[src/rtl/chg_seq_pkg.sv]
package chg_seq_pkg;
  typedef enum logic [2:0] {
    ST_IDLE  = 3'd0,
    ST_PRE   = 3'd1,
    ST_FAST  = 3'd2,
    ST_DONE  = 3'd3,
    ST_FAULT = 3'd4,
    ST_SLEEP = 3'd5
  } chg_state_e;

  typedef enum logic [1:0] {
    MODE_OFF     = 2'd0,
    MODE_TRICKLE = 2'd1,
    MODE_PRE     = 2'd2,
    MODE_FAST    = 2'd3
  } chg_mode_e;
endpackage

[src/rtl/chg_sleep_dgl.sv]
module chg_sleep_dgl #(
  parameter int unsigned DGL_CYC = 16
) (
  input  logic clk_i,
  input  logic rst_ni,
  input  logic supply_ok_i,
  output logic sleep_trig_o
);
  localparam int unsigned W = $clog2(DGL_CYC + 1);
  localparam logic [W-1:0] LAST = W'(DGL_CYC - 1);

  logic [W-1:0] cnt_q;

  assign sleep_trig_o = !supply_ok_i && (cnt_q == LAST);

  always_ff @(posedge clk_i or negedge rst_ni) begin
    if (!rst_ni)          cnt_q <= '0;
    else if (supply_ok_i) cnt_q <= '0;
    else if (cnt_q != LAST) cnt_q <= cnt_q + 1'b1;
  end
endmodule

[src/rtl/chg_tick_timer.sv]
module chg_tick_timer #(
  parameter int unsigned LIMIT = 8
) (
  input  logic clk_i,
  input  logic rst_ni,
  input  logic clr_i,
  input  logic run_i,
  output logic exp_o
);
  localparam int unsigned W = $clog2(LIMIT + 1);
  localparam logic [W-1:0] LAST = W'(LIMIT - 1);

  logic [W-1:0] cnt_q;

  // expiry on the tick that would make the count reach LIMIT
  assign exp_o = run_i && !clr_i && (cnt_q == LAST);

  always_ff @(posedge clk_i or negedge rst_ni) begin
    if (!rst_ni)                     cnt_q <= '0;
    else if (clr_i)                  cnt_q <= '0;
    else if (run_i && cnt_q != LAST) cnt_q <= cnt_q + 1'b1;
  end
endmodule

[src/rtl/chg_seq_fsm.sv]
module chg_seq_fsm
  import chg_seq_pkg::*;
(
  input  logic       clk_i,
  input  logic       rst_ni,
  input  logic       sleep_trig_i,
  input  logic       supply_ok_i,
  input  logic       chg_en_i,
  input  logic       tmr_en_i,
  input  logic       temp_ok_i,
  input  logic       bat_lt_sc_i,
  input  logic       bat_lt_lowv_i,
  input  logic       bat_lt_rch_i,
  input  logic       bat_at_reg_i,
  input  logic       cur_lt_term_i,
  input  logic       pre_exp_i,
  input  logic       fast_exp_i,
  input  logic       taper_exp_i,
  output chg_state_e state_o,
  output logic [1:0] mode_o,
  output logic       done_o,
  output logic       fault_o
);
  chg_state_e state_q, state_d;
  chg_mode_e  mode_d;
  logic       term_hit;

  assign term_hit = tmr_en_i && bat_at_reg_i && cur_lt_term_i;

  always_comb begin
    state_d = state_q;
    if (sleep_trig_i) begin
      state_d = ST_SLEEP;
    end else if (state_q == ST_SLEEP) begin
      if (supply_ok_i) state_d = ST_IDLE;
    end else if (!chg_en_i) begin
      state_d = ST_IDLE;
    end else begin
      unique case (state_q)
        ST_IDLE:  state_d = bat_lt_lowv_i ? ST_PRE : ST_FAST;
        ST_PRE: begin
          if (!bat_lt_lowv_i) state_d = ST_FAST;
          else if (pre_exp_i) state_d = ST_FAULT;
        end
        ST_FAST: begin
          if (fast_exp_i || taper_exp_i || term_hit) state_d = ST_DONE;
        end
        ST_DONE:  if (bat_lt_rch_i) state_d = ST_IDLE;
        ST_FAULT: state_d = ST_FAULT;
        default:  state_d = ST_IDLE;
      endcase
    end
  end

  always_comb begin
    unique case (state_q)
      ST_PRE:   mode_d = !temp_ok_i ? MODE_OFF : (bat_lt_sc_i ? MODE_TRICKLE : MODE_PRE);
      ST_FAST:  mode_d = temp_ok_i ? MODE_FAST : MODE_OFF;
      ST_FAULT: mode_d = MODE_TRICKLE;
      default:  mode_d = MODE_OFF;
    endcase
  end

  always_ff @(posedge clk_i or negedge rst_ni) begin
    if (!rst_ni) begin
      state_q <= ST_IDLE;
      mode_o  <= MODE_OFF;
      done_o  <= 1'b0;
      fault_o <= 1'b0;
    end else begin
      state_q <= state_d;
      mode_o  <= mode_d;
      done_o  <= (state_q == ST_DONE);
      fault_o <= (state_q == ST_FAULT);
    end
  end

  assign state_o = state_q;
endmodule

[src/rtl/chg_seq.sv]
module chg_seq
  import chg_seq_pkg::*;
#(
  parameter int unsigned PRE_TICKS     = 2065,
  parameter int unsigned FAST_TICKS    = 20650,
  parameter int unsigned TAPER_TICKS   = 2065,
  parameter int unsigned SLEEP_DGL_CYC = 20_000_000
) (
  input  logic       clk_i,
  input  logic       rst_ni,
  input  logic       supply_ok_i,
  input  logic       bat_lt_sc_i,
  input  logic       bat_lt_lowv_i,
  input  logic       bat_lt_rch_i,
  input  logic       bat_at_reg_i,
  input  logic       cur_lt_taper_i,
  input  logic       cur_lt_term_i,
  input  logic       temp_ok_i,
  input  logic       chg_en_i,
  input  logic       tmr_en_i,
  input  logic       tick_i,
  output logic [1:0] mode_o,
  output logic       done_o,
  output logic       fault_o
);
  chg_state_e state_w;
  logic sleep_trig, pre_exp, fast_exp, taper_exp;
  logic in_pre, in_fast, taper_cond, live_tick;

  assign in_pre     = (state_w == ST_PRE);
  assign in_fast    = (state_w == ST_FAST);
  assign taper_cond = in_fast && bat_at_reg_i && cur_lt_taper_i;
  assign live_tick  = tick_i && temp_ok_i;  // out-of-window temperature freezes timers

  chg_sleep_dgl #(.DGL_CYC(SLEEP_DGL_CYC)) u_dgl (
    .clk_i, .rst_ni, .supply_ok_i, .sleep_trig_o(sleep_trig)
  );

  chg_tick_timer #(.LIMIT(PRE_TICKS)) u_pre_tmr (
    .clk_i, .rst_ni, .clr_i(!in_pre), .run_i(in_pre && live_tick), .exp_o(pre_exp)
  );

  chg_tick_timer #(.LIMIT(FAST_TICKS)) u_fast_tmr (
    .clk_i, .rst_ni, .clr_i(!in_fast),
    .run_i(in_fast && live_tick && tmr_en_i), .exp_o(fast_exp)
  );

  chg_tick_timer #(.LIMIT(TAPER_TICKS)) u_taper_tmr (
    .clk_i, .rst_ni, .clr_i(!taper_cond),
    .run_i(taper_cond && live_tick && tmr_en_i), .exp_o(taper_exp)
  );

  chg_seq_fsm u_fsm (
    .clk_i, .rst_ni,
    .sleep_trig_i(sleep_trig),
    .supply_ok_i, .chg_en_i, .tmr_en_i, .temp_ok_i,
    .bat_lt_sc_i, .bat_lt_lowv_i, .bat_lt_rch_i, .bat_at_reg_i, .cur_lt_term_i,
    .pre_exp_i(pre_exp), .fast_exp_i(fast_exp), .taper_exp_i(taper_exp),
    .state_o(state_w),
    .mode_o, .done_o, .fault_o
  );
endmodule

[config.mk]
export PLATFORM = sky130hd
export DESIGN_NAME = chg_seq
export DESIGN_NICKNAME = d
export VERILOG_FILES = /design/src/rtl/chg_seq_pkg.sv /design/src/rtl/chg_sleep_dgl.sv /design/src/rtl/chg_tick_timer.sv /design/src/rtl/chg_seq_fsm.sv /design/src/rtl/chg_seq.sv
export SDC_FILE = /design/constraint.sdc
export NUM_CORES = 1
export LEC_CHECK = 0
export ABC_AREA = 1
export BUFFER_PORTS_ARGS = -buffer_cell sky130_fd_sc_hd__clkbuf_2
export CORE_ASPECT_RATIO = 1.25
export CORE_UTILIZATION = 50
export DETAILED_ROUTE_END_ITERATION = 7
export PLACE_DENSITY = 0.69
export SLEW_MARGIN = 5
export SYNTH_ARGS = -nofsm -noshare
export SYNTH_HDL_FRONTEND = slang
export SYNTH_SLANG_ARGS = --single-unit
[constraint.sdc]
create_clock -name clk_i -period 1.7 [get_ports clk_i]
set_input_delay 0.085 -clock clk_i [delete_from_list [all_inputs] [get_ports clk_i]]
set_output_delay 0.085 -clock clk_i [all_outputs]
set_load 0.1 [all_outputs]
==> Word level (Yosys, flattened, before mapping) <==
Index checks and enable logic that the tools add are counted.
{ "totals": {"memories": 0, "ff_bits": 71, "input_bits": 13, "rom_bits": 0, "mem_bits_rw": 0, "latchBits": 0, "wordCells": 80} }
{ "op_classes": {"n_lt_le_gt_ge": 0, "n_eq_ne": 20, "div_mod_pow": 0, "n_bitwise": 0, "n_reduce_logical": 26, "shift": 0, "mul": 0, "add_sub_neg": 4, "n_mux": 22} }
{ "op_table": {"columns": ["op", "count"], "rows": [
  ["$mux W25", 2],
  ["$mux W12", 4],
  ["$mux W15", 2],
  ["$add A25 B1 Y25 const B", 1],
  ["$eq A25 B25 Y1 const B", 1],
  ["$ne A25 B25 Y1 const B", 1],
  ["$add A12 B1 Y12 const B", 2],
  ["$eq A12 B12 Y1 const B", 2],
  ["$mux W3", 8],
  ["$ne A12 B12 Y1 const B", 2],
  ["$logic_and A1 B1 Y1", 20],
  ["$add A15 B1 Y15 const B", 1],
  ["$eq A15 B15 Y1 const B", 1],
  ["$ne A15 B15 Y1 const B", 1],
  ["$pmux W3 S5", 1],
  ["$mux W2", 4],
  ["$eq A3 B2 Y1 const B", 2],
  ["$eq A3 B3 Y1 const B", 2],
  ["$ne A2 B1 Y1 const B", 3],
  ["$ne A6 B5 Y1 const B", 1],
  ["$pmux W2 S3", 1],
  ["$ne A5 B3 Y1 const B", 1],
  ["$ne A5 B4 Y1 const B", 1],
  ["$reduce_and A4 Y1", 1],
  ["other kinds (6)", 7]
]} }

==> Logic depth before layout (Yosys ltp) <==
Gate-level depths: netlist of the first run.
{ "depth": {"depth_word": 14, "ltp_mapped": 12} }

==> Hierarchy <==
From an unflattened synthesis of the first run, not the netlist that was laid out.
{ "hier_totals": {"hier_cells": 720, "hier_area_um2": 4859.7} }
{ "modules_own_cells": {"columns": ["mod", "instances", "cells_each", "area_per_inst_um2", "seq_area_each_um2"], "rows": [
  ["chg_tick_timer at u_pre_tmr ...", 2, 129, 872.1, 300.3],
  ["chg_sleep_dgl", 1, 239, 1597.8, 625.6],
  ["chg_tick_timer at u_fast_tmr", 1, 153, 1032.2, 375.4],
  ["chg_seq_fsm", 1, 58, 429.2, 175.2],
  ["chg_seq", 1, 12, 56.3, 0.0]
]} }

==> Least setup slack after synthesis of the first run <==
Ideal clock, no wire load.
{ "synth_path": {"kind": "reg-to-reg", "startpoint": "register u_taper_tmr.cnt_q[0]", "endpoint": "register u_taper_tmr.cnt_q[6]", "setup_slack_ns": 0.137, "setup_time_ns": 0.096, "t_arrival_ns": 1.467, "path_stages_with_launch": 13, "cell_sequence": "dfrtp_1 > inv_1 > ha_1 > nand2_1 > nor2_1 > nand3_1 > nor2_1 > inv_1 > nand2_1 > nand2_2 > inv_1 > nand2_1 > o31ai_1"} }
{ "synth_between": {"elab_chain_len": 3} }
{ "synth_lines": {"columns": ["element", "line", "text"], "rows": [
  ["start: declaration", "chg_tick_timer.sv:13", "logic [W-1:0] cnt_q;"],
  ["start signal: assignment", "chg_tick_timer.sv:21", "else if (run_i && cnt_q != LAST) cnt_q <= cnt_q + 1'b1;"],
  ["$add A12 B1 Y12 or $ne A12 B12 Y1 (tied branches)", "chg_tick_timer.sv:21", null],
  ["$mux W12 or $logic_and A1 B1 Y1 (tied branches)", "chg_tick_timer.sv:21", null],
  ["$mux W12 or $ne A2 B1 Y1 (tied branches)", null, null]
]} }
Several ways; a longest one is shown, not always the timed one. The select of a mux whose other input is x is not followed.
A chain may end at the register's enable or synchronous reset.

==> Worst setup path after layout of the first run <==
{ "layout_path": {"startpoint": "register u_dgl.cnt_q[0]", "endpoint": "register u_dgl.cnt_q[24]"} }
{ "layout_between": {"elab_chain_len": 3} }
{ "layout_lines": {"columns": ["element", "line", "text"], "rows": [
  ["start: declaration", "chg_sleep_dgl.sv:12", "logic [W-1:0] cnt_q;"],
  ["start signal: assignment", "chg_sleep_dgl.sv:19", "else if (cnt_q != LAST) cnt_q <= cnt_q + 1'b1;"],
  ["$add A25 B1 Y25", "chg_sleep_dgl.sv:19", null],
  ["$mux W25", "chg_sleep_dgl.sv:19", null],
  ["$mux W25", "chg_sleep_dgl.sv:18", "else if (supply_ok_i) cnt_q <= '0;"]
]} }
Several ways; a longest one is shown, not always the timed one. The select of a mux whose other input is x is not followed.

==> impl_metrics.env, run 1 <==
export IMPL_worstSetupEndpoint="u_dgl.cnt_q[24]$_DFFE_PN0N_"
export IMPL_seq_area_frac_synth_pct=41.1
export IMPL_grt_use_total_pct=24.4
export IMPL_rsz0062_at_grt="yes"
export IMPL_ir_worst_vdd_mv=0.604
export IMPL_grt_overflow=0
export IMPL_die_h_um=106
export IMPL_arrival_ns=1.92
export IMPL_ant_nets=0
export IMPL_cp_common_cell="nor2_4"
export IMPL_cp_start_kind="register"
export IMPL_hp_class="in -> reg"
export IMPL_cts_buffers=9
export IMPL_dp_final_hpwl_mm=7.61
export IMPL_fp_row_count=37
export IMPL_comb_power_share_pct=25.7
export IMPL_crit_cells=9
export IMPL_worstSetupStartpoint="u_dgl.cnt_q[0]$_DFFE_PN0N_"
export IMPL_reg2reg_to="u_dgl.cnt_q[24]$_DFFE_PN0N_"
export IMPL_relSlewSlack_pct=64.0
export IMPL_core_area_mm2=0.00829
export IMPL_p_leak_nw=2.21
export IMPL_root_buffer="clkbuf_8"
export IMPL_fin_util_pct=61.3
export IMPL_grt_pass1_vias=3997
export IMPL_fin_setup_tns_ns=0
export IMPL_cts_buffer_depth=2
export IMPL_io_buffers=16
export IMPL_grt_max_degree=41
export IMPL_die_w_um=85.1
export IMPL_critPathMaxStageDelay_ns=0.38
export IMPL_rr_startpoint="u_dgl.cnt_q[0]$_DFFE_PN0N_"
export IMPL_synthTopCellsByArea="dfrtp_1, nand2_1, inv_1, nor2_1, nand3_1"
export IMPL_die_area_mm2=0.00902
export IMPL_crit_path_cell_trace="ha_2 -> nand2_2 -> nor2_4 -> nand2_2 -> nor2_4 -> nand3_4 -> nor2_4 -> xor2_1 -> nor2_1"
export IMPL_fmax_ghz=0.591
export IMPL_synth_largest_area_cell="dfrtp_1"
export IMPL_hold_viol=0
export IMPL_yosys_register_bits=71
export IMPL_setup_viol=0
export IMPL_placedInstanceArea_mm2=0.00464
export IMPL_grt_pass1_wl_mm=17.5
export IMPL_stdcell_area_mm2=0.00508
export IMPL_drive_gt1_share_pct=16.0
export IMPL_fin_ws_ns=0.00697
export IMPL_rrSetupSlack_ns=0.007
export IMPL_synth_top_area_share_pct=41.1
export IMPL_finalPower_mw=4.44
export IMPL_ys_warn_count=0
export IMPL_worstSetupPathType="reg -> reg"
export IMPL_cellPowerDensity_mw_per_mm2=874
export IMPL_cts_tree="done"
export IMPL_crit_slowest_cell="dfrtp_1"
export IMPL_syn_instance_count=607
export IMPL_power_switching_mw=1.51
export IMPL_swShare_pct=34.1
export IMPL_outcome="complete, no violations"
export IMPL_syn_num_nets=627
export IMPL_post_place_ws_ns=-0.00570
export IMPL_seqPwrFrac_pct=41.0
export IMPL_clkTransAtPathRegs_ns=0.09
export IMPL_drt_wl_total_mm=10.4
export IMPL_htree_num_levels=3
export IMPL_io_pins=17
export IMPL_antennaDiodeCount=0
export IMPL_period_share_pct=99.6
export IMPL_drcViolationCount=0
export IMPL_drtIter0Drc=237
export IMPL_crit_path_max_fanout=5
export IMPL_area_growth_pct=17.7
export IMPL_cts_sinks=71
export IMPL_via_count=4161
export IMPL_start_util_pct=52.1
export IMPL_worstMarginPinSlew_ns=0.542
export IMPL_avgSynthCellArea_um2=7.12
export IMPL_wl_per_cell_um=13.7
export IMPL_p_int_mw=2.93
export IMPL_slew_viol_final=0
export IMPL_antenna_found_initial=0
export IMPL_dr_pass1_iters=5
export IMPL_clock_power_share_pct=33.3
export IMPL_ys_types=34
export IMPL_crit_family="simple AND/OR/NAND/NOR gates"
export IMPL_worstSetupEndpointType="register"
export IMPL_via_per_inst=5.48
export IMPL_syn_area_mm2=0.00432
export IMPL_routabilityCongestion=0.950
export IMPL_rr_worst_depth=9
export IMPL_cap_violations=0
export IMPL_fin_worst_skew_ns=0.0150
export IMPL_fillerInstances=754
export IMPL_clk_latency_ns=0.35
export IMPL_nNetsFinal=679
export IMPL_layout_min_cycle_time_ns=1.69
export IMPL_worstPathBufferInverterCount=0
export IMPL_cp_data_required_time_ns=1.93
-- area by class of cell --
cell class                 instances  area, µm²  share of cell area, %
clock buffer                       9        124                   2.44
clock inverter                     6       86.3                   1.70
inverter                          85        325                   6.40
multi-input combinational        444       2290                   45.0
sequential                        71       1780                   35.0
tap                               97        121                   2.39
timing repair buffer              48        359                   7.06
-- cell usage after synthesis (all sizes together) --
cell and number:
a21boi 1, clkbuf 4, and2 1, o21ai 45, dfrtp 71, nor2 81, nor3 34, o21a 2
nor4 2, xnor2 1, nor3b 3, nand2 145, nand4 22, nand3b 1, a31oi 4, or2 2
a31o 1, a21oi 15, buf 3, inv 85, o211a 1, xor2 15, o31ai 4, nand3 57
ha 7
-- power by group through the flow --
stage,Sequential [mW],Combinational (mW),Clock (mW)
floorplan,2.07,0.471,0
global placement,1.85,0.999,0
detailed placement,1.86,1.01,0
CTS,1.82,1.02,1.52
global route,1.83,1.24,1.59
finish,1.82,1.14,1.48
-- registers in the layout, summed over array words and instances, names as in the netlist --
name / cells
u_dgl.cnt_q: 25
u_fast_tmr.cnt_q: 15
u_fsm.done_o: 1
u_fsm.fault_o: 1
u_fsm.mode_o: 2
u_fsm.state_o: 3
u_pre_tmr.cnt_q: 12
u_taper_tmr.cnt_q: 12
-- worst min-delay path by stage --
stage | from | end | cells after the start
floorplan | rst_ni | u_dgl.cnt_q[0]$_DFFE_PN0N_ | 0
global placement | rst_ni | u_taper_tmr.cnt_q[8]$_DFFE_PN0P_ | 1
detailed placement | rst_ni | u_taper_tmr.cnt_q[8]$_DFFE_PN0P_ | 1
CTS | temp_ok_i | u_fsm.mode_o[1]$_DFF_PN0_ | 3
global route | temp_ok_i | u_fsm.mode_o[1]$_DFF_PN0_ | 3
finish | temp_ok_i | u_fsm.mode_o[1]$_DFF_PN0_ | 3
-- routing by layer --
layer	part of all wire, %	wire, µm	global-route usage [%]
met1	44	4550	30.3
met2	50	5230	41.6
met3	3.2	335	3.03
met4	3.2	330	12.7
met5	0	0	0
-- placed cells by master, fill, tap and decap left out, types with 5 or more instances in the layout --
cell and n:
a21oi_1 15, buf_4 25, buf_6 5, clkbuf_2 15, clkbuf_8 9, dfrtp_1 70
ha_1 5, inv_1 74, inv_2 9, nand2_1 140, nand3_1 53, nand4_1 22
nor2_1 70, nor2_2 7, nor3_1 31, o21ai_0 38, xor2_1 15
-- kinds of logic after synthesis --
logic type               synth area share, %
buffers and inverters                   8.22
AND/OR/NAND/NOR                         35.9
AO/OA/AOI/OAI                           9.44
flip-flops                              41.1
adder cells (fa/ha/maj)                 2.03
XOR/XNOR                                3.24
-- worst register-to-register path, stage by stage (launching register included) --
cell and delay, ns:
dfrtp_1 0.38, ha_2 0.22, nand2_2 0.09, nor2_4 0.17, nand2_2 0.10, nor2_4 0.14
nand3_4 0.12, nor2_4 0.15, xor2_1 0.17, nor2_1 0.05
-- stage by stage --
step | instances | hold WS [ns]
6_report | 760 | 0.0576
5_1_grt | 760 | 0.0758
3_3_place_gp | 732 | 0.0600
4_1_cts | 749 | 0.0464
3_5_place_dp | 732 | 0.0588
2_1_floorplan | 607 | -0.211
-- timing repair --
item,in CTS,in global routing
hold buffers,2,0
pin swaps,1,12
gates resized for setup,1,45
hold endpoints to repair,33,0
setup endpoints to repair,1,46
setup buffers,0,11
Power figures use the tool's default switching activity.
==> inputs of run 2 (changes only) <==
--- a/config.mk
+++ b/config.mk
@@ -10,6 +10,7 @@
 export CORE_ASPECT_RATIO = 1.25
 export CORE_UTILIZATION = 50
 export DETAILED_ROUTE_END_ITERATION = 7
+export GPL_TIMING_DRIVEN = 0
 export PLACE_DENSITY = 0.69
 export SLEW_MARGIN = 5
 export SYNTH_ARGS = -nofsm -noshare
==> run 2 against run 1 <==
Compared with the run above: critical path depth increased by 2; routed wire length down 2.5%; die area is the same; clock skew down 0.0018 ns; cell count fell by 0.53%; sequential power hardly changed; core utilization is 0.38 points lower; critical endpoint is now u_fast_tmr.cnt_q[9]$_DFFE_PN0P_; highest routed layer unchanged.
==> impl_metrics.env, run 2 (synthesis gave the netlist of run 1 again) <==
export IMPL_relSlewSlack_pct=63.9
export IMPL_worstPathBufferInverterCount=3
export IMPL_largest_registers="u_dgl.cnt_q x25, u_fast_tmr.cnt_q x15"
export IMPL_start_util_pct=52.1
export IMPL_drt_wl_total_mm=10.2
export IMPL_rsz0062_at_grt="yes"
export IMPL_fp_row_count=37
export IMPL_final_cell_mix="nand2_1, inv_1, dfrtp_1"
export IMPL_grt_max_degree=41
export IMPL_grt_pass1_vias=3821
export IMPL_fmax_ghz=0.606
export IMPL_ant_nets=0
export IMPL_cts_tree="done"
export IMPL_dr_pass1_iters=5
export IMPL_grt_use_total_pct=24.0
export IMPL_grt_pass1_wl_mm=17.4
export IMPL_final_common_cell="nand2_1"
export IMPL_core_area_mm2=0.00829
export IMPL_antennaDiodeCount=0
export IMPL_largest_reg_flops=25
export IMPL_crit_path_cell_trace="inv_2 -> ha_4 -> nand2_2 -> inv_2 -> nand2_2 -> nor2_4 -> a21boi_4 -> nor2_4 -> clkinvlp_4 -> nand2_1 -> nand2_1"
export IMPL_period_share_pct=97.1
export IMPL_crit_slowest_cell="dfrtp_1"
export IMPL_setup_viol=0
export IMPL_multi_input_area_mm2=0.00234
export IMPL_cap_violations=0
export IMPL_drive_gt1_share_pct=16.2
export IMPL_p_leak_nw=2.17
export IMPL_via_count=4137
export IMPL_arrival_ns=1.88
export IMPL_crit_path_max_fanout=6
export IMPL_critPathMaxStageDelay_ns=0.40
export IMPL_clkTransAtPathRegs_ns=0.07
export IMPL_placedInstanceArea_mm2=0.00454
export IMPL_fillerInstances=764
export IMPL_fin_util_pct=61.0
export IMPL_via_per_inst=5.47
export IMPL_cp_data_required_time_ns=1.93
export IMPL_htree_num_levels=3
export IMPL_cp_start_kind="register"
export IMPL_die_area_mm2=0.00902
export IMPL_drcViolationCount=0
export IMPL_cts_buffer_depth=2
export IMPL_outcome="complete, no violations"
export IMPL_worstMarginPinSlew_ns=0.543
export IMPL_fin_worst_skew_ns=0.0132
export IMPL_antenna_found_initial=0
export IMPL_slew_viol_final=0
export IMPL_die_w_um=85.1
export IMPL_ir_worst_vdd_mv=0.371
export IMPL_stdcell_area_mm2=0.00505
export IMPL_hold_viol=0
export IMPL_dp_final_hpwl_mm=7.24
export IMPL_routabilityCongestion=0.890
export IMPL_die_h_um=106
export IMPL_layout_min_cycle_time_ns=1.65
export IMPL_worstSetupPathType="reg -> reg"
export IMPL_cts_sinks=71
export IMPL_placed_cells=721
export IMPL_io_pins=17
export IMPL_nNetsFinal=674
export IMPL_grt_overflow=0
export IMPL_regMostFlops="u_dgl.cnt_q"
export IMPL_wl_per_cell_um=13.5
export IMPL_io_buffers=16
export IMPL_cts_buffers=9
export IMPL_fin_cells=756
export IMPL_hp_class="in -> reg"
export IMPL_crit_family="simple AND/OR/NAND/NOR gates"
export IMPL_seqCellArea_mm2=0.00178
export IMPL_drtIter0Drc=254
export IMPL_worstSetupEndpointType="register"
export IMPL_area_growth_pct=16.9
export IMPL_clk_latency_ns=0.34
export IMPL_root_buffer="clkbuf_8"
export IMPL_cellPowerDensity_mw_per_mm2=850
## run 2: changes by cell type in the layout (fill, tap and decap cells not counted), moves of 3 or more
cell and delta:
buf_4 -8, clkbuf_1 +5, buf_6 -4, nand2_1 -4
nand2_2 +4, nor2_1 -3
## run 2: final cells by class
cell class	instances	share of cell area, %
Sequential cell	71	35.2
Tap cell	97	2.40
Buffer	7	0.792
Clock inverter	4	0.892
Inverter	85	6.49
Clock buffer	12	2.87
Timing Repair Buffer	35	4.80
Timing Repair inverter	1	0.149
Multi-Input combinational cell	444	46.4
## run 2: final timing paths
| kind | from | end | slack, ns | cells after the start |
|---|---|---|---|---|
| hold / removal | supply_ok_i | u_dgl.cnt_q[2]$_DFFE_PN0N_ | 0.07 | 2 |
| min in group asynchronous | rst_ni | u_taper_tmr.cnt_q[11]$_DFFE_PN0P_ | 0.25 | 2 |
| setup reg to reg | u_fast_tmr.cnt_q[1]$_DFFE_PN0P_ | u_fast_tmr.cnt_q[9]$_DFFE_PN0P_ | 0.05 | 11 |
| setup / recovery | u_fast_tmr.cnt_q[1]$_DFFE_PN0P_ | u_fast_tmr.cnt_q[9]$_DFFE_PN0P_ | 0.05 | 11 |
| hold reg to reg | u_dgl.cnt_q[9]$_DFFE_PN0N_ | u_dgl.cnt_q[9]$_DFFE_PN0N_ | 0.50 | 1 |
| max in group asynchronous | rst_ni | u_dgl.cnt_q[12]$_DFFE_PN0N_ | 0.86 | 3 |
## run 2: report_power, final
part	switching, mW	internal (mW)	total [mW]
Combinational	0.808	0.305	1.11
Sequential	0.0736	1.76	1.83
Clock	0.633	0.713	1.35
## run 2: layer usage
metal	global-route usage (%)	part of all wire, %
met5	0	0
met4	9.20	1.2
met3	2.56	2.8
met2	41.1	51
met1	31.2	45
## run 2: timing repair
item	CTS	global route
resized for setup	17	44
gates cloned	1	0
pin swaps	2	11
setup endpoints to repair	25	52
hold buffers	2	0
hold endpoints to repair	33	0
buffers inserted	2	14
## run 2: through the flow
stage	setup slack, ns	total power, mW	hold WS (ns)	TNS (ns)
after floorplan	0.137	2.54	-0.211	0
after global placement	-0.195	2.77	0.293	-6.28
after detailed placement	-0.262	2.79	0.100	-2.84
after CTS	0.0112	4.20	0.0661	0
after global routing	-0.0507	4.54	0.0958	-0.266
final	0.0492	4.29	0.0658	0
==> inputs of run 3 (changes only) <==
--- a/config.mk
+++ b/config.mk
@@ -11,7 +11,7 @@
 export CORE_UTILIZATION = 50
 export DETAILED_ROUTE_END_ITERATION = 7
 export GPL_TIMING_DRIVEN = 0
-export PLACE_DENSITY = 0.69
+export PLACE_DENSITY = 0.77
 export SLEW_MARGIN = 5
 export SYNTH_ARGS = -nofsm -noshare
 export SYNTH_HDL_FRONTEND = slang
==> run 3 against run 2 <==
Compared with the run above: total power rose by 1.8%; die area did not move; sequential share of layout area fell by 1.1 points; core utilization rose by 2.0 points; via count rose by 2.6%; sequential power barely moved; clock power barely moved; clock skew fell by 0.00087 ns; worst setup slack got worse by 0.042 ns; sequential cell count did not move; largest power group unchanged.
==> impl_metrics.env, run 3 (synthesis gave the netlist of run 1 again) <==
export IMPL_die_h_um=106
export IMPL_cellPowerDensity_mw_per_mm2=838
export IMPL_clkTransAtPathRegs_ns=0.08
export IMPL_cp_data_required_time_ns=1.98
export IMPL_outcome="complete, no violations"
export IMPL_clk_latency_ns=0.35
export IMPL_worstMarginPinSlew_ns=0.540
export IMPL_setup_viol=0
export IMPL_antennaDiodeCount=0
export IMPL_die_area_mm2=0.00902
export IMPL_worstSetupEndpointType="register"
export IMPL_largest_registers="u_dgl.cnt_q x25, u_fast_tmr.cnt_q x15"
export IMPL_p_leak_nw=2.25
export IMPL_grt_pass1_vias=3920
export IMPL_grt_use_total_pct=24.2
export IMPL_fin_util_pct=63.0
export IMPL_antenna_found_initial=0
export IMPL_placedInstanceArea_mm2=0.00454
export IMPL_fp_row_count=37
export IMPL_worstSetupPathType="reg -> reg"
export IMPL_nNetsFinal=686
export IMPL_final_cell_mix="nand2_1, inv_1, dfrtp_1"
export IMPL_hp_class="in -> reg"
export IMPL_final_common_cell="nand2_1"
export IMPL_drcViolationCount=0
export IMPL_crit_path_cell_trace="inv_2 -> ha_4 -> nand2_2 -> inv_2 -> nand2_2 -> nor2_4 -> a21boi_4 -> buf_6 -> nor2_4 -> clkinv_4 -> o21ai_2"
export IMPL_cp_start_kind="register"
export IMPL_largest_reg_flops=25
export IMPL_critPathMaxStageDelay_ns=0.43
export IMPL_rr_startpoint="u_fast_tmr.cnt_q[1]$_DFFE_PN0P_"
export IMPL_ant_nets=0
export IMPL_rsz0062_at_grt="yes"
export IMPL_regMostFlops="u_dgl.cnt_q"
export IMPL_dp_final_hpwl_mm=7.27
export IMPL_routabilityCongestion=0.889
export IMPL_io_buffers=16
export IMPL_slew_viol_final=0
export IMPL_via_count=4246
export IMPL_cap_violations=0
export IMPL_via_per_inst=5.53
export IMPL_grt_pass1_wl_mm=17.4
export IMPL_stdcell_area_mm2=0.00522
export IMPL_cts_buffer_depth=2
export IMPL_whs_ns=0.0433
export IMPL_min_from="temp_ok_i"
export IMPL_io_pins=17
export IMPL_ir_worst_vdd_mv=0.449
export IMPL_drive_gt1_share_pct=20.1
export IMPL_drtIter0Drc=293
export IMPL_multi_input_area_mm2=0.00240
export IMPL_cts_tree="done"
export IMPL_fin_worst_skew_ns=0.0123
export IMPL_start_util_pct=52.1
export IMPL_die_w_um=85.1
export IMPL_dr_pass1_iters=7
export IMPL_wl_per_cell_um=14.0
export IMPL_area_growth_pct=20.8
export IMPL_cts_sinks=71
export IMPL_grt_max_degree=38
export IMPL_seqCellArea_mm2=0.00178
export IMPL_period_share_pct=99.6
export IMPL_fmax_ghz=0.591
export IMPL_layout_min_cycle_time_ns=1.69
export IMPL_crit_slowest_cell="dfrtp_1"
export IMPL_crit_path_max_fanout=5
export IMPL_arrival_ns=1.97
export IMPL_relSlewSlack_pct=64.2
export IMPL_drt_wl_total_mm=10.8
export IMPL_root_buffer="clkbuf_8"
export IMPL_fillerInstances=694
export IMPL_core_area_mm2=0.00829
export IMPL_cts_buffers=9
export IMPL_htree_num_levels=3
export IMPL_grt_overflow=0
export IMPL_worstSetupStartpoint="u_fast_tmr.cnt_q[1]$_DFFE_PN0P_"
export IMPL_hold_viol=0
-- run 3: cell types whose count changed in the layout (fill, tap and decap cells not counted), sizes merged --
cell	change
buf	+12
clkbuf	-2
clkinv	+1
inv	+1
-- run 3: final timing paths --
path / endpoint / slack [ns] / cells after the start
worst max-delay path: u_fast_tmr.cnt_q[5]$_DFFE_PN0P_ / 0.007 / 11
worst min-delay path: u_fsm.mode_o[0]$_DFF_PN0_ / 0.04 / 3
worst max register to register: u_fast_tmr.cnt_q[5]$_DFFE_PN0P_ / 0.007 / 11
worst min register to register: u_dgl.cnt_q[9]$_DFFE_PN0N_ / 0.50 / 1
max in group asynchronous: u_fast_tmr.cnt_q[0]$_DFFE_PN0P_ / 0.86 / 3
min in group asynchronous: u_taper_tmr.cnt_q[11]$_DFFE_PN0P_ / 0.27 / 2
-- run 3: critical path, delay by kind of cell, from the launching register on --
kind / cells / cell delay [ns]
buffers and inverters: 4 / 0.40
adder cells (fa/ha/maj): 1 / 0.13
AND/OR/NAND/NOR: 4 / 0.41
AO/OA/AOI/OAI: 2 / 0.24
flip-flops: 1 / 0.43
-- run 3: cell type report --
type                       instances  area share [%]
inverter                          85            6.31
multi-input combinational        444            46.0
timing repair inverter             1           0.120
clock inverter                     6            1.15
timing repair buffer              47            6.45
clock buffer                      10            2.64
sequential                        71            34.1
tap                               97            2.33
buffer                             7           0.863
-- run 3: power by group --
group / total [mW] / switching, mW / internal (mW)
Sequential: 1.83 / 0.0732 / 1.76
Clock: 1.38 / 0.667 / 0.710
Combinational: 1.16 / 0.834 / 0.328
Total: 4.37 / 1.57 / 2.80
-- run 3: routing by layer --
| metal | part of all wire (%) | wire [µm] | up-vias | track usage (%) |
|---|---|---|---|---|
| met5 | 0 | 0 | - | 0 |
| met4 | 2.4 | 255 | 0 | 10.5 |
| met3 | 4.2 | 450 | 26 | 4.27 |
| met2 | 51 | 5460 | 110 | 41.0 |
| met1 | 43 | 4620 | 2007 | 30.3 |
| li1 | - | - | 2103 | - |
-- run 3: metrics by stage --
step	instances	TNS (ns)	setup WS [ns]	total power, mW
floorplan	607	0	0.137	2.54
global placement	720	-6.56	-0.242	2.77
detailed placement	721	-3.06	-0.271	2.80
CTS	741	0	0.00174	4.18
global route	768	-0.868	-0.0791	4.58
finish	768	0	0.00703	4.37
-- run 3: timing repair --
| item | 4_1_cts | 5_1_grt |
|---|---|---|
| cloned | 0 | 2 |
| resized for setup | 14 | 73 |
| pin swaps | 2 | 14 |
| setup buffers | 2 | 26 |
| endpoints found under the hold margin | 36 | 0 |
| hold buffers | 2 | 0 |
| endpoints found under the setup margin | 29 | 53 |
